**src/rtl/sdsr_pkg.sv**
```systemverilog
package sdsr_pkg;

    localparam int WORD_W  = 16;
    localparam int CTL_W   = 3;
    localparam int DATA_W  = 12;
    localparam int CNT_W   = $clog2(WORD_W + 2);

    typedef struct packed {
        logic [CTL_W-1:0]  ctl;
        logic [DATA_W-1:0] data;
        logic              sub;
    } dac_word_t;

    typedef enum logic {
        LAUNCH_FALL = 1'b0,
        LAUNCH_RISE = 1'b1
    } launch_e;

    typedef struct packed {
        logic sclk_rise;
        logic sclk_fall;
        logic cs_rise;
        logic cs_active;
    } edge_t;

    function automatic logic [CNT_W-1:0] cnt_sat_inc(input logic [CNT_W-1:0] c);
        logic [CNT_W-1:0] lim;
        lim = CNT_W'(WORD_W + 1);
        return (c >= lim) ? lim : c + 1'b1;
    endfunction

endpackage

```
**src/rtl/sdsr_sync.sv**
```systemverilog
module sdsr_sync #(
    parameter int              WIDTH   = 1,
    parameter int              STAGES  = 2,
    parameter logic [WIDTH-1:0] RST_VAL = '0
) (
    input  logic             clk,
    input  logic             rst,
    input  logic [WIDTH-1:0] d,
    output logic [WIDTH-1:0] q
);
    logic [WIDTH-1:0] chain [STAGES];

    always_ff @(posedge clk) begin
        if (rst) begin
            for (int i = 0; i < STAGES; i++) chain[i] <= RST_VAL;
        end else begin
            chain[0] <= d;
            for (int i = 1; i < STAGES; i++) chain[i] <= chain[i-1];
        end
    end

    assign q = chain[STAGES-1];
endmodule

```
**src/rtl/sdsr_edge.sv**
```systemverilog
module sdsr_edge
    import sdsr_pkg::*;
(
    input  logic  clk,
    input  logic  rst,
    input  logic  sclk_s,
    input  logic  cs_n_s,
    output edge_t ev
);
    logic sclk_q;
    logic cs_n_q;

    always_ff @(posedge clk) begin
        if (rst) begin
            sclk_q <= 1'b0;
            cs_n_q <= 1'b1;
        end else begin
            sclk_q <= sclk_s;
            cs_n_q <= cs_n_s;
        end
    end

    always_comb begin
        ev.sclk_rise = sclk_s & ~sclk_q;
        ev.sclk_fall = ~sclk_s & sclk_q;
        ev.cs_rise   = cs_n_s & ~cs_n_q;
        ev.cs_active = ~cs_n_s;
    end
endmodule

```
**src/rtl/sdsr_frame.sv**
```systemverilog
module sdsr_frame
    import sdsr_pkg::*;
#(
    parameter int W  = WORD_W,
    parameter int CW = CNT_W
) (
    input  logic          clk,
    input  logic          rst,
    input  edge_t         ev,
    input  logic          din_s,
    output logic [W-1:0]  word,
    output logic          word_valid,
    output logic [CW-1:0] bit_cnt,
    output logic          msb_now,
    output logic          msb_next
);
    logic [W-1:0] sr;

    always_ff @(posedge clk) begin
        if (rst) begin
            sr         <= '0;
            bit_cnt    <= '0;
            word       <= '0;
            word_valid <= 1'b0;
        end else begin
            word_valid <= 1'b0;
            if (ev.sclk_rise && ev.cs_active) begin
                sr      <= {sr[W-2:0], din_s};
                bit_cnt <= cnt_sat_inc(bit_cnt);
            end
            if (ev.cs_rise) begin
                if (bit_cnt == CW'(W)) begin
                    word       <= sr;
                    word_valid <= 1'b1;
                end
                bit_cnt <= '0;
            end
        end
    end

    assign msb_now  = sr[W-1];
    assign msb_next = sr[W-2];
endmodule

```
**src/rtl/sdsr_dout.sv**
```systemverilog
module sdsr_dout
    import sdsr_pkg::*;
(
    input  logic    clk,
    input  logic    rst,
    input  edge_t   ev,
    input  launch_e mode,
    input  logic    freeze,
    input  logic    msb_now,
    input  logic    msb_next,
    output logic    dout
);
    always_ff @(posedge clk) begin
        if (rst) begin
            dout <= 1'b0;
        end else if (!freeze && ev.cs_active) begin
            case (mode)
                LAUNCH_FALL: if (ev.sclk_fall) dout <= msb_now;
                LAUNCH_RISE: if (ev.sclk_rise) dout <= msb_next;
                default:     dout <= dout;
            endcase
        end
    end
endmodule

```
**src/rtl/sdsr_top.sv**
```systemverilog
module sdsr_top
    import sdsr_pkg::*;
#(
    parameter int SYNC_STAGES = 2
) (
    input  logic              clk,
    input  logic              rst,
    input  logic              cs_n_i,
    input  logic              sclk_i,
    input  logic              din_i,
    input  logic              dout_mode_i,
    input  logic              shutdown_i,
    output logic              dout_o,
    output logic [WORD_W-1:0] word_o,
    output logic              word_valid_o
);
    logic [2:0]       raw_in;
    logic [2:0]       syn;
    edge_t            ev;
    logic             sclk_rise;
    logic             sclk_fall;
    logic [CNT_W-1:0] bit_cnt;
    logic             msb_now;
    logic             msb_next;
    launch_e          mode;

    assign raw_in = {cs_n_i, sclk_i, din_i};

    sdsr_sync #(
        .WIDTH  (3),
        .STAGES (SYNC_STAGES),
        .RST_VAL(3'b100)
    ) u_sync (
        .clk(clk), .rst(rst), .d(raw_in), .q(syn)
    );

    sdsr_edge u_edge (
        .clk(clk), .rst(rst), .sclk_s(syn[1]), .cs_n_s(syn[2]), .ev(ev)
    );

    assign sclk_rise = ev.sclk_rise;
    assign sclk_fall = ev.sclk_fall;

    sdsr_frame #(.W(WORD_W), .CW(CNT_W)) u_frame (
        .clk(clk), .rst(rst), .ev(ev), .din_s(syn[0]),
        .word(word_o), .word_valid(word_valid_o), .bit_cnt(bit_cnt),
        .msb_now(msb_now), .msb_next(msb_next)
    );

    assign mode = launch_e'(dout_mode_i);

    sdsr_dout u_dout (
        .clk(clk), .rst(rst), .ev(ev), .mode(mode), .freeze(shutdown_i),
        .msb_now(msb_now), .msb_next(msb_next), .dout(dout_o)
    );
endmodule

```
**config.mk**
```make
export PLATFORM = sky130hd
export DESIGN_NAME = sdsr_top
export DESIGN_NICKNAME = d
export VERILOG_FILES = /design/src/rtl/sdsr_pkg.sv /design/src/rtl/sdsr_sync.sv /design/src/rtl/sdsr_edge.sv /design/src/rtl/sdsr_frame.sv /design/src/rtl/sdsr_dout.sv /design/src/rtl/sdsr_top.sv
export SDC_FILE = /design/constraint.sdc
export NUM_CORES = 1
export LEC_CHECK = 0
export CAP_MARGIN = 20
export CORE_MARGIN = 10
export CORE_UTILIZATION = 55
export CTS_BUF_LIST = sky130_fd_sc_hd__clkbuf_8
export CTS_CLUSTER_DIAMETER = 40
export DETAILED_ROUTE_END_ITERATION = 7
export PLACE_DENSITY = 0.81
export SYNTH_ARGS = -nofsm -noshare
export SYNTH_HDL_FRONTEND = slang
export SYNTH_HIERARCHICAL = 1
export SYNTH_SLANG_ARGS = --single-unit
```
**constraint.sdc**
```tcl
create_clock -name clk -period 1.8 [get_ports clk]
set_input_delay 0.36 -clock clk [delete_from_list [all_inputs] [get_ports clk]]
set_output_delay 0.36 -clock clk [all_outputs]
set_load 0.05 [all_outputs]
```
==> out/results.ini <==
[run_status]
outcome = completed

[finish]
area_delta_synth_final_pct = 17.93
multiInputGateArea_um2 = 715.7
finalNetCount = 237
final_cells = 272
drive_gt1_frac = 0.1579
fillers = 278
layout_commonest_cell = nand2_1
final_cell_mix = nand2_1, dfxtp_1, a21oi_1
register_area_um2 = 940.9
antenna_cells = 0

[setup_path]
path_buf_inv = 2
end_kind = flip-flop
start_kind = flip-flop
required_ns = 2.02
path_max_fanout = 11
crit_arrival_ns = 1.73
r2r_slack_ns = 0.29
path_class = reg -> reg
crit_path_max_incr_delay_ns = 0.36
cp_cell_sequence = inv_1 > ha_1 > and4_1 > buf_4 > nand2_1 > a21oi_1
crit_family = simple AND/OR/NAND/NOR gates
crit_path_top_delay_cell = dfxtp_1

[timing]
finalCritPeriodShare = 0.8378
slew_headroom = 0.7391
setup_tns_ns = 0
finalSetupViolations = 0
drv_slew = 0
fin_crit_ns = 1.508
skew_ns = 0.003806
tightestPinTransition_ns = 0.3904
fmax_mhz = 663.1
rsz0062_at_grt = false
finalHoldViolCount = 0

[floorplan]
rows = 20
fp.dieH_um = 76.21
pin_count = 25
die_w_um = 76.21
core_area_um2 = 3028
die_area_um2 = 5808
start_util = 0.5740

[global_routing]
grt_pass1_wl_um = 5927
grt_pass1_vias = 1342
grt_overflow = 0
gr-usage-all-layers = 0.1188
grt_start_max_net_pins = 43
antenna_found_initial = 0

[detailed_routing]
met1_length_um = 1555
dr.pass1.iters = 5
routedWlPerCell_um = 12.32
finalWirelength_um = 3351
ant_nets = 0
route.vias.total = 1381
drc_errors = 0
drt_iter0_markers = 147
routed.top_layer = met4
drt-vias-per-instance = 5.077
wl_met2_um = 1582
wl_met3_um = 193

[synthesis]
synthesis.area_um2 = 1738
synthSimpleGateAreaFrac = 0.2412
synthDistinctLibCells = 29
avgSynthCellArea_um2 = 8.478
synthMuxAreaShare = 0.01440
synth_compound_gate_area_share = 0.1346
synth-main-ff-cell = dfxtp_1
syn_inst = 205
synthAdderAreaFrac = 0.02160
synth_top_family_by_area = simple AND/OR/NAND/NOR gates
synth.top_cell.area_share = 0.5414
synth-seq-cells = 47
synth_warnings = 6
synth-xor-area-share = 0
synth-edff-count = 0
async_flop_share = 0
ys_seq_area_frac = 0.5414
netlist.top_cell.by_area = dfxtp_1
ys_top_cells_by_area = dfxtp_1, nand2_1, a21oi_1
synth_fp_nets = 215

[clocking]
cts_tree = done
cts_sinks = 47
root_buffer = clkbuf_8
cts_setup_buffers = 0
cts_buffers = 5
clock_latency_ns = 0.29
cts.clk_slew.worst_paths_ns = 0.08
clock_path_buffers = 2
post_cts_resize_count = 0
ctsHoldBuffers = 0
htreeDepth = 2

[placed_design]
place_inst = 264
gp_congestion = 0.7626
post-dp-hpwl_um = 2354
port_buffers = 24

[power]
p_leak_uw = 0.0007510
ir_worst_vdd_v = 0.0006576
powerDensity_nw_per_um2 = 824.0

[worst_hold_path]
hold_class = reg -> reg

[job]
cap_violations = 0

==> worst register-to-register path, cell delays in order, from the launching register on <==
cell,delay (ns)
dfxtp_1,0.36
inv_1,0.12
ha_1,0.19
and4_1,0.34
buf_4,0.23
nand2_1,0.08
a21oi_1,0.13
==> cells in the mapped netlist (2+ instances only) <==
cell type,count
nand2_1,67
dfxtp_1,47
a21oi_1,35
clkbuf_1,8
nor2b_1,8
buf_4,4
nor2_1,4
ha_1,3
inv_1,3
or2_1,3
and2_1,2
buf_2,2
nand3_1,2
nor3_1,2
==> metal layers <==
metal,track usage,vias to the layer above
li1,-,710
met1,0.1358,628
met2,0.1947,41
met3,0.04835,2
met4,0.04275,0
met5,0,-
==> flip-flops by register name, indices dropped and copies added, names as in the netlist <==
signal / count
u_frame/word_valid: 1
u_edge/cs_n_q: 1
u_edge/sclk_q: 1
u_sync/chain: 6
u_frame/bit_cnt: 5
u_dout/dout: 1
u_frame/sr: 16
u_frame/word: 16
==> area by class of cell <==
cell class,count,area share
Clock buffer,5,0.03358
Clock inverter,3,0.006105
Inverter,3,0.005494
Multi-Input combinational cell,141,0.3492
Sequential cell,47,0.4591
Tap cell,44,0.02686
Timing Repair Buffer,29,0.1197
==> per-stage QoR <==
stage	hold WS, ns	total power, µW	setup slack, ns	utilization	instance area [µm²]
finish	0.4108	1689	0.2920	0.6769	2049
global route	0.4360	1759	0.1790	0.6769	2049
CTS	0.4157	1701	0.3151	0.6769	2049
detailed placement	0.3974	1139	0.2264	0.6500	1968
global placement	0.3881	1137	0.2760	0.6500	1968
floorplan	0.3832	1115	0.3846	-	1738
==> power breakdown <==
| group | switching, µW | leakage, µW | internal (µW) |
|---|---|---|---|
| clock | 313 | 0.0000505 | 261 |
| sequential | 5.11 | 0.000380 | 1050 |
| combinational | 30.0 | 0.000320 | 30.8 |
| total | 349 | 0.000751 | 1340 |
==> kinds of logic after synthesis <==
| family | Yosys count |
|---|---|
| AND/OR/NAND/NOR | 94 |
| buffers and inverters | 17 |
| AO/OA/AOI/OAI | 42 |
| flip-flops | 47 |
| adder cells (fa/ha/maj) | 3 |
| multiplexers | 2 |
==> worst paths after layout <==
check / startpoint / to / depth (start not counted)
min: u_sync/chain[0][2] / u_sync/chain[0][5] / 1
max: u_frame/bit_cnt[0] / u_frame/word[0] / 6
max reg2reg: u_frame/bit_cnt[0] / u_frame/word[0] / 6
min reg2reg: u_sync/chain[0][2] / u_sync/chain[0][5] / 1
No activity file was read; power rests on OpenSTA's default activity.
